File: src/rtl/smut_pkg.sv
package smut_pkg;

  // Per-cycle strobes from control to datapath
  typedef struct packed {
    logic doShift;    // move index register, take serial bit
    logic doFlip;     // invert decoded slice bit
    logic doCommit;   // apply slice to chains, clock signature
    logic driveResp;  // shared pin drives signature data
  } strobe_t;

  // Primitive feedback polynomials (without the x^n term) by width
  function automatic logic [31:0] misrTaps(input int width);
    case (width)
      2:       return 32'h0000_0003;
      4:       return 32'h0000_0003;
      8:       return 32'h0000_001D;
      16:      return 32'h0000_100B;
      32:      return 32'h04C1_1DB7;
      default: return 32'h0000_0003;
    endcase
  endfunction

endpackage

File: src/rtl/smut_ctrl.sv
module smut_ctrl
  import smut_pkg::*;
(
  input  logic    sliceDone,
  input  logic    pinSelect,
  input  logic    pinIn,
  output strobe_t strobe
);

  logic enableSeen;

  // enable is only meaningful while the shared pin is in enable mode
  assign enableSeen = pinSelect & pinIn;

  always_comb begin
    strobe           = '0;
    strobe.doCommit  = sliceDone;
    strobe.doShift   = ~sliceDone;
    strobe.doFlip    = ~sliceDone & enableSeen;
    strobe.driveResp = ~pinSelect;
  end

endmodule

File: src/rtl/smut_datapath.sv
module smut_datapath
  import smut_pkg::*;
#(
  parameter int IDX_W   = 3,
  parameter int SLICE_W = 1 << IDX_W
) (
  input  logic               clk,
  input  logic               rst,
  input  strobe_t            strobe,
  input  logic               dataIn,
  input  logic [SLICE_W-1:0] scanResp,
  output logic [SLICE_W-1:0] chainIn,
  output logic               pinData,
  output logic [IDX_W-1:0]   idxQ,
  output logic [SLICE_W-1:0] sliceQ,
  output logic [SLICE_W-1:0] misrQ
);

  localparam logic [31:0]        TAPS_FULL = misrTaps(SLICE_W);
  localparam logic [SLICE_W-1:0] TAPS      = TAPS_FULL[SLICE_W-1:0];

  logic [SLICE_W-1:0] selOneHot;
  logic [SLICE_W-1:0] flipMask;
  logic [SLICE_W-1:0] misrNext;
  logic [IDX_W-1:0]   idxNext;

  // index register: serial bit enters at the top
  assign idxNext = {dataIn, idxQ[IDX_W-1:1]};

  always_ff @(posedge clk) begin
    if (rst)                 idxQ <= '0;
    else if (strobe.doShift) idxQ <= idxNext;
  end

  // binary decoder of the pre-shift index
  for (genvar g = 0; g < SLICE_W; g++) begin : g_dec
    assign selOneHot[g] = (idxQ == IDX_W'(g));
  end

  assign flipMask = strobe.doFlip ? selOneHot : '0;

  // slice register: mutated in place
  always_ff @(posedge clk) begin
    if (rst) sliceQ <= '0;
    else     sliceQ <= sliceQ ^ flipMask;
  end

  // parallel chain drive
  always_ff @(posedge clk) begin
    if (rst)                  chainIn <= '0;
    else if (strobe.doCommit) chainIn <= sliceQ;
  end

  // signature compactor
  for (genvar g = 0; g < SLICE_W; g++) begin : g_misr
    if (g == 0) begin : g_lo
      assign misrNext[g] = (misrQ[SLICE_W-1] & TAPS[g]) ^ scanResp[g];
    end else begin : g_hi
      assign misrNext[g] = misrQ[g-1] ^ (misrQ[SLICE_W-1] & TAPS[g]) ^ scanResp[g];
    end
  end

  always_ff @(posedge clk) begin
    if (rst)                  misrQ <= '0;
    else if (strobe.doCommit) misrQ <= misrNext;
  end

  // signature bit addressed by the index register
  assign pinData = misrQ[idxQ];

endmodule

File: src/rtl/slice_mutator.sv
module slice_mutator
  import smut_pkg::*;
#(
  parameter int IDX_W   = 3,
  parameter int SLICE_W = 1 << IDX_W
) (
  input  logic               clk,
  input  logic               rst,
  input  logic               dataIn,
  input  logic               pinSelect,
  input  logic               pinIn,
  input  logic               sliceDone,
  input  logic [SLICE_W-1:0] scanResp,
  output logic [SLICE_W-1:0] chainIn,
  output logic               pinOut,
  output logic               pinOe
);

  strobe_t            strobe;
  logic               pinData;
  logic [IDX_W-1:0]   idxQ;
  logic [SLICE_W-1:0] sliceQ;
  logic [SLICE_W-1:0] misrQ;

  smut_ctrl u_ctrl (
    .sliceDone (sliceDone),
    .pinSelect (pinSelect),
    .pinIn     (pinIn),
    .strobe    (strobe)
  );

  smut_datapath #(.IDX_W(IDX_W), .SLICE_W(SLICE_W)) u_dp (
    .clk      (clk),
    .rst      (rst),
    .strobe   (strobe),
    .dataIn   (dataIn),
    .scanResp (scanResp),
    .chainIn  (chainIn),
    .pinData  (pinData),
    .idxQ     (idxQ),
    .sliceQ   (sliceQ),
    .misrQ    (misrQ)
  );

  assign pinOe  = strobe.driveResp;
  assign pinOut = strobe.driveResp & pinData;

endmodule

File: config.mk
export PLATFORM = sky130hd
export DESIGN_NAME = slice_mutator
export DESIGN_NICKNAME = d
export VERILOG_FILES = /design/src/rtl/smut_pkg.sv /design/src/rtl/smut_ctrl.sv /design/src/rtl/smut_datapath.sv /design/src/rtl/slice_mutator.sv
export SDC_FILE = /design/constraint.sdc
export NUM_CORES = 1
export LEC_CHECK = 0
export BUFFER_PORTS_ARGS = -buffer_cell sky130_fd_sc_hd__buf_4
export CAP_MARGIN = 0
export CORE_ASPECT_RATIO = 1.4
export CORE_UTILIZATION = 38
export DETAILED_ROUTE_END_ITERATION = 7
export GPL_TIMING_DRIVEN = 0
export SETUP_SLACK_MARGIN = 0.3
export SYNTH_ARGS = -nofsm -noshare
export SYNTH_HDL_FRONTEND = slang
export SYNTH_SLANG_ARGS = --single-unit
File: constraint.sdc
create_clock -name clk -period 1.6 [get_ports clk]
set_clock_uncertainty 0.15 [all_clocks]
set_input_delay 0.08 -clock clk [delete_from_list [all_inputs] [get_ports clk]]
set_output_delay 0.08 -clock clk [all_outputs]
set_load 0.01 [all_outputs]
Word level (Yosys, flattened, before mapping)

Cells that the tools add are included.

Register bits after elaboration: 27
Bits in writable memories: 0
Memories: 0
Memory bits (read-only): 0
Latch bits: 0
Logic and storage cells: 33
Output and inout bits: 10

Eq/ne operators: 7
Multiplexer cells: 3
Reduce and logical (&&, ||, !) cells: 1
Divide/modulo/power cells: 0
Add/sub/neg operators: 0
Shift operators: 0
Order comparisons: 1
Multiply operators: 0
Bitwise operators: 17

Operators by type and width:

| kind                 | count |
|---|---|
| $eq A3 B3 Y1 const B | 4 |
| $xor A1 B1 Y1        | 11 |
| $mux W8              | 1 |
| $xor A8 B8 Y8        | 1 |
| $eq A3 B2 Y1 const B | 2 |
| $lt A3 B4 Y1 const B | 1 |
| $and A1 B1 Y1        | 3 |
| $bmux W1 S3          | 1 |
| $eq A3 B1 Y1 const B | 1 |
| $logic_not A3 Y1     | 1 |
| $not A1 Y1           | 2 |
| $mux W1              | 1 |

Logic depth before layout (Yosys ltp)

Gate-level depths: netlist (run 1).

Depth in word-level cells: 4
Mapped depth: 4

Cells and area by module

From an unflattened synthesis (run 1), not the netlist that was laid out.

Cells, all modules: 118
Area total of the unflattened synthesis: 1,207.4 µm²

By module, submodules not included:

| module        | instances | cells an instance | area each (µm²) | seq. area each (µm²) |
|---|---|---|---|---|
| smut_datapath | 1         | 113               | 1,177.4         | 540.5 |
| smut_ctrl     | 1         | 4                 | 23.8            | 0.0 |
| slice_mutator | 1         | 1                 | 6.3             | 0.0 |

Worst setup path before layout (run 1)

Ideal clock, no wire load.

Kind: reg-to-output
Start point: register u_dp.idxQ[0]
End point: output port pinOut
Slack: 0.202 ns
Stages on the path, launching flop included: 5
Arrival: 1.168 ns
Path buffers: 1
Cell sequence: dfxtp_1 > buf_2 > mux4_2 > mux2i_1 > nor2_1

Longest elaborated chain between the ends: 3

RTL lines:

| what                          | line                | text |
|---|---|---|
| start: declaration            | smut_datapath.sv:14 | `output logic [IDX_W-1:0] idxQ,` |
| start signal: assignment      | smut_datapath.sv:32 | `else if (strobe.doShift) idxQ <= idxNext;` |
| $bmux W1 S3                   | smut_datapath.sv:69 | `assign pinData = misrQ[idxQ];` |
| $mux W1 (implied by the code) | smut_datapath.sv:69 |  |
| $and A1 B1 Y1                 | slice_mutator.sv:46 | `assign pinOut = strobe.driveResp & pinData;` |
| end: declaration              | slice_mutator.sv:15 | `output logic pinOut,` |

Every way passes these cells. The select of a mux whose other input is x is not followed.

Worst setup path after layout (run 1)

Same ends and word-level chain as after synthesis.

==> results of run 1 <==
metal layers:
metal | routed length, um | part of all wire | global-route usage
met5 | 0 | 0 | 0
met4 | 53 | 0.020 | 0.107
met3 | 75 | 0.028 | 0.0200
met2 | 1410 | 0.52 | 0.324
met1 | 1160 | 0.43 | 0.213
repair_timing:
action	in CTS	in global routing
endpoints found under the setup margin	9	10
resized for setup	9	9
pin swaps	8	4
hold buffers	6	0
hold endpoints to repair	6	0
setup buffers	7	1
area by class of cell:
class	count	area [sq um]
Buffer	9	56.3
Sequential cell	27	544
Clock inverter	1	5.00
Tap cell	37	46.3
Timing Repair Buffer	35	289
Fill cell	276	1280
Clock buffer	3	41.3
Inverter	1	3.75
Multi-Input combinational cell	83	664
tightest hold or removal path, cell delays in order:
cell      delay, ps
buf_2           150
nor2_1          110
a211oi_1         50
sequential cells by signal, indices dropped and copies added (netlist names):
signal        flops
u_dp.idxQ         3
u_dp.misrQ        8
u_dp.sliceQ       8
u_dp.chainIn      8
power by group through the flow:
stage / combinational (uW) / sequential, uW / clock, uW
6_report: 205 / 721 / 385
5_1_grt: 223 / 725 / 434
4_1_cts: 202 / 721 / 399
3_5_place_dp: 176 / 736 / 0
3_3_place_gp: 175 / 735 / 0
2_1_floorplan: 122 / 730 / 0
per-stage QoR:
stage	instances	setup slack, ps	hold slack, ps
after floorplan	120	259	52.9
after global placement	178	83.1	163
after detailed placement	178	87.4	187
after CTS	195	-179	6.30
after global routing	196	-233	35.5
final	196	-167	5.28
path summary, 6_finish.rpt:
kind / to / slack, ps / depth (start not counted)
setup / recovery: pinOut / -170 / 5
hold / removal: u_dp.misrQ[7] / 5 / 3
hold reg to reg: u_dp.sliceQ[4] / 340 / 2
setup reg to reg: u_dp.sliceQ[2] / -70 / 7
kinds of logic (layout without fill, tap and decap cells):
family / count (synthesis) / in the layout / synth area share
multiplexers: 14 / 14 / 0.138
AO/OA/AOI/OAI: 24 / 24 / 0.118
flip-flops: 27 / 27 / 0.452
buffers and inverters: 10 / 49 / 0.0366
AND/OR/NAND/NOR: 34 / 34 / 0.175
XOR/XNOR: 11 / 11 / 0.0806
cells in the mapped netlist:
cell,instances,share of area
nand2b_1,6,0.031
xor2_1,3,0.022
a211oi_1,5,0.031
nor2_1,17,0.053
nand4bb_4,1,0.023
o21ai_0,6,0.025
mux4_2,2,0.038
nand2_1,1,0.0031
nand4b_4,1,0.020
or3_1,6,0.031
buf_2,5,0.021
o22ai_1,3,0.016
inv_1,1,0.0031
a21oi_1,8,0.033
or4_1,2,0.013
buf_1,1,0.0031
mux2i_1,12,0.10
clkbuf_1,3,0.0094
o31ai_1,2,0.013
xnor2_1,8,0.059
dfxtp_1,27,0.45
placed cells by master, fill, tap and decap left out, drive strengths merged:
master / synthesis / layout
a211oi: 5 / 5
a21oi: 8 / 8
buf: 6 / 35
clkbuf: 3 / 6
clkinv: 0 / 1
dfxtp: 27 / 27
dlygate4sd3: 0 / 6
inv: 1 / 1
mux2i: 12 / 12
mux4: 2 / 2
nand2: 1 / 1
nand2b: 6 / 6
nand4b: 1 / 1
nand4bb: 1 / 1
nor2: 17 / 17
o21ai: 6 / 6
o22ai: 3 / 3
o31ai: 2 / 2
or3: 6 / 6
or4: 2 / 2
xnor2: 8 / 8
xor2: 3 / 3
==> flow_metrics.tcl, run 1 <==
set metrics [dict create \
    syn_nets 134 \
    worstSetupStartpoint "u_dp.idxQ[0]" \
    wire_per_inst_um 13.8 \
    path_cells "buf_6 > mux4_2 > mux2i_1 > nor2_1 > buf_4" \
    coreArea_sq_mm 0.00294 \
    slowest_delay_ps 490 \
    n_antenna_cell 0 \
    fin_area_sq_mm 0.00165 \
    gp_congestion 0.779 \
    finalWorstSetupSlack_ps -167 \
    antenna_found_initial 0 \
    setup.worst_path.class "flop to output port" \
    dieArea_sq_mm 0.00338 \
    cts_root_buffer "clkbuf_8" \
    slew_viol_final 0 \
    yosysSeqAreaShare 0.452 \
    finalHoldViolations 0 \
    syn2layout_area_growth_pct 38.0 \
    cp_slowest_cell "mux4_2" \
    drtIter0Drc 16 \
    setup_violations 4 \
    synthDistinctLibCells 21 \
    drv_cap 0 \
    nets 174 \
    yosys_warnings 0 \
    drive_above_1_share 0.365 \
    dpl.hpwl_um 1810 \
    clock_latency_ps 270 \
    fmax_mhz 566 \
    period_minus_slack_ps 1770 \
    grt_max_degree 16 \
    violations "setup timing" \
    worst_pin_slew_ps 614 \
    drtAntennaViolNets 0 \
    p_leak_uw 0.000665 \
    ys_ff_latch 27 \
    seqPwrFrac 0.550 \
    dieWidth_um 49.4 \
    dpl_cell_area_sq_mm 0.00141 \
    status "finished with violations" \
    io_pins 24 \
    cts_sinks 27 \
    power_uw 1310 \
    worst_r2r_startpoint "u_dp.idxQ[0]" \
    firstDrtPassIters 4 \
    drc 0 \
    power.net_switching_uw 322 \
    syn-cell-area_sq_mm 0.00120 \
    irDropWorstVdd_mv 0.467 \
    grt_pass1_wl_um 4620 \
    vias 998 \
    worstPathRequired_ps 1370 \
    power_frac_clock 0.294 \
    relSlewSlack 0.591 \
    worstSetupEndpointType "output port" \
    sw_frac_of_total 0.246 \
    cp.arrival_ps 1540 \
    initial_core_util 0.408 \
    wl_um 2700 \
    port_buffers 21 \
    clockBufferDepth 2 \
    syn_inst 120 \
    rsz0062_at_grt "true" \
    dieHeight_um 68.4 \
    cp.buffers_inverters 2 \
    p_per_area_mw_per_mm2 794 \
    overflow 0 \
    critPathMaxFanout 3 \
    min_period_over_period 1.10 \
    htree_num_levels 1 \
    rows 23 \
    cts_buffers 3 \
    hold_path.startpoint "sliceDone" \
    cts_tree "yes" \
    vias_per_cell 5.09 \
    tns_ps -330 \
    synth_area_per_cell_sq_um 9.97 \
    clkSlewWorstSetupHoldPaths_ps 90 \
    intPower_uw 988 \
    hold_class "primary input to flop" \
    postLayoutCoreUtil 0.562 \
    track_usage 0.182 \
    grt_pass1_vias 993 \
    worst_setup_path_start_kind "flop" \
    cp_top_family "multiplexers" \
    power_frac_comb 0.156 \
]
(Power assumes the default switching activity.)
==> inputs of run 2 (changes only) <==
Settings changed: CORE_ASPECT_RATIO 1.4 to not set, GPL_ROUTABILITY_DRIVEN set to 0, REMOVE_ABC_BUFFERS set to 1.
==> run 2 against run 1 <==
Compared with the run above: the run still ends with setup timing left; register-to-register slack improved by 160 ps; count of clock-buffer cells in the layout increased by 1; sequential power is 0.8% higher; cell count decreased by 1.5%; design area shrank 0.99%; wire length is 14% lower; setup slack worse by 37 ps; hold slack improved by 19 ps; clock power is 25% lower; combinational power fell by 6%; sequential cell count unchanged.
==> flow_metrics.tcl, run 2 (synthesized netlist as in run 1, its figures left out) <==
set metrics [dict create \
    port_buffers 23 \
    dpl_cell_area_sq_mm 0.00138 \
    fillers 268 \
    cp_slowest_cell "mux4_2" \
    coreArea_sq_mm 0.00288 \
    cts_sinks 27 \
    postLayoutCoreUtil 0.568 \
    firstDrtPassIters 4 \
    rsz0062_at_grt "true" \
    rows 19 \
    initial_core_util 0.416 \
    slowest_delay_ps 500 \
    drc 0 \
    cp.buffers_inverters 1 \
    tns_ps -204 \
    drtAntennaViolNets 0 \
    slew_viol_final 0 \
    overflow 0 \
    cp.arrival_ps 1570 \
    dieArea_sq_mm 0.00338 \
    dpl.hpwl_um 1430 \
    irDropWorstVdd_mv 0.649 \
    worst_setup_path_start_kind "flop" \
    worstPathRequired_ps 1370 \
    vias 955 \
    drv_cap 0 \
    fin_area_sq_mm 0.00163 \
    wl_um 2310 \
    p_leak_uw 0.000644 \
    grt_max_degree 29 \
    drtIter0Drc 22 \
    dieWidth_um 58.1 \
    fmax_mhz 554 \
    wire_per_inst_um 12.0 \
    n_antenna_cell 0 \
    dieHeight_um 58.1 \
    relSlewSlack 0.772 \
    path_cells "mux4_2 > mux2i_1 > nor2_1 > buf_4" \
    worst_pin_slew_ps 342 \
    cts_buffers 3 \
    htree_num_levels 1 \
    setup_violations 1 \
    final_common_cell "buf_4" \
    vias_per_cell 4.95 \
    finalHoldViolations 0 \
    setup.worst_path.class "flop to output port" \
    cts_root_buffer "clkbuf_4" \
    critPathMaxFanout 3 \
    clock_latency_ps 320 \
    drive_above_1_share 0.364 \
    largest_registers "u_dp.chainIn (8), u_dp.misrQ (8), u_dp.sliceQ (8)" \
    cts_tree "yes" \
    clockBufferDepth 2 \
    finalWorstSetupSlack_ps -204 \
    period_minus_slack_ps 1800 \
    grt_pass1_wl_um 3690 \
    status "finished with violations" \
    clkSlewWorstSetupHoldPaths_ps 140 \
    grt_pass1_vias 855 \
    antenna_found_initial 0 \
    min_period_over_period 1.13 \
    nets 166 \
    violations "setup timing" \
    p_per_area_mw_per_mm2 740 \
    layout_common_cells "buf_4, dfxtp_1, nor2_1" \
    cp_top_family "multiplexers" \
    track_usage 0.142 \
    io_pins 24 \
    worstSetupEndpointType "output port" \
    hold_class "primary input to flop" \
    whs_ps 23.8 \
    syn2layout_area_growth_pct 36.6 \
]
## run 2: cell types whose count changed in the layout (fill, tap and decap cells not counted), moves of 3 or more
cell | before | now
buf_2 | 4 | 0
clkbuf_4 | 0 | 3
clkbuf_8 | 4 | 0
dlygate4sd3_1 | 6 | 9
## run 2: what timing repair did
action                     in CTS  in global routing
gates resized for setup         7                 21
pin swaps                       6                  8
setup endpoints to repair       9                  9
hold endpoints to repair       26                  0
hold buffers                    9                  0
setup buffers                   1                  3
## run 2: worst paths after layout
check,from,to,slack (ps),cells after the start
worst max-delay path,u_dp.idxQ[0],pinOut,-200,4
worst max register to register,u_dp.idxQ[0],u_dp.sliceQ[6],90,5
worst min register to register,u_dp.chainIn[7],u_dp.chainIn[7],360,2
worst min-delay path,scanResp[3],u_dp.misrQ[3],20,4
## run 2: metal layers
metal | global-route usage | vias to the layer above | share of wire
li1 | - | 484 | -
met1 | 0.167 | 451 | 0.44
met2 | 0.251 | 18 | 0.52
met3 | 0.0469 | 2 | 0.033
met4 | 0.0306 | 0 | 0.0069
met5 | 0 | - | 0
## run 2: metrics by stage
step / setup slack [ps] / power, uW / std cells
CTS: -234 / 1220 / 190
global route: -272 / 1270 / 193
global placement: -82.6 / 898 / 176
floorplan: 175 / 828 / 111
detailed placement: -95.3 / 904 / 176
finish: -204 / 1210 / 193
## run 2: cell type report
cell class,instances,area [sq um],area share
inverters,1,3.75,0.00230
repair buffers,36,308,0.188
well taps,42,52.6,0.0322
multi-input cells,83,693,0.424
clock buffers,4,26.3,0.0161
flip-flops and latches,27,551,0.337
## run 2: where the power goes
group | switching (uW) | internal [uW]
Clock | 193 | 97.6
Combinational | 78.4 | 114
Sequential | 30.4 | 697
## run 2: worst register-to-register path, stage by stage, from the launching register on
cell and delay [ps]:
dfxtp_4 380, buf_4 140, buf_8 130, nand2b_4 150
or3_4 390, a21oi_2 120
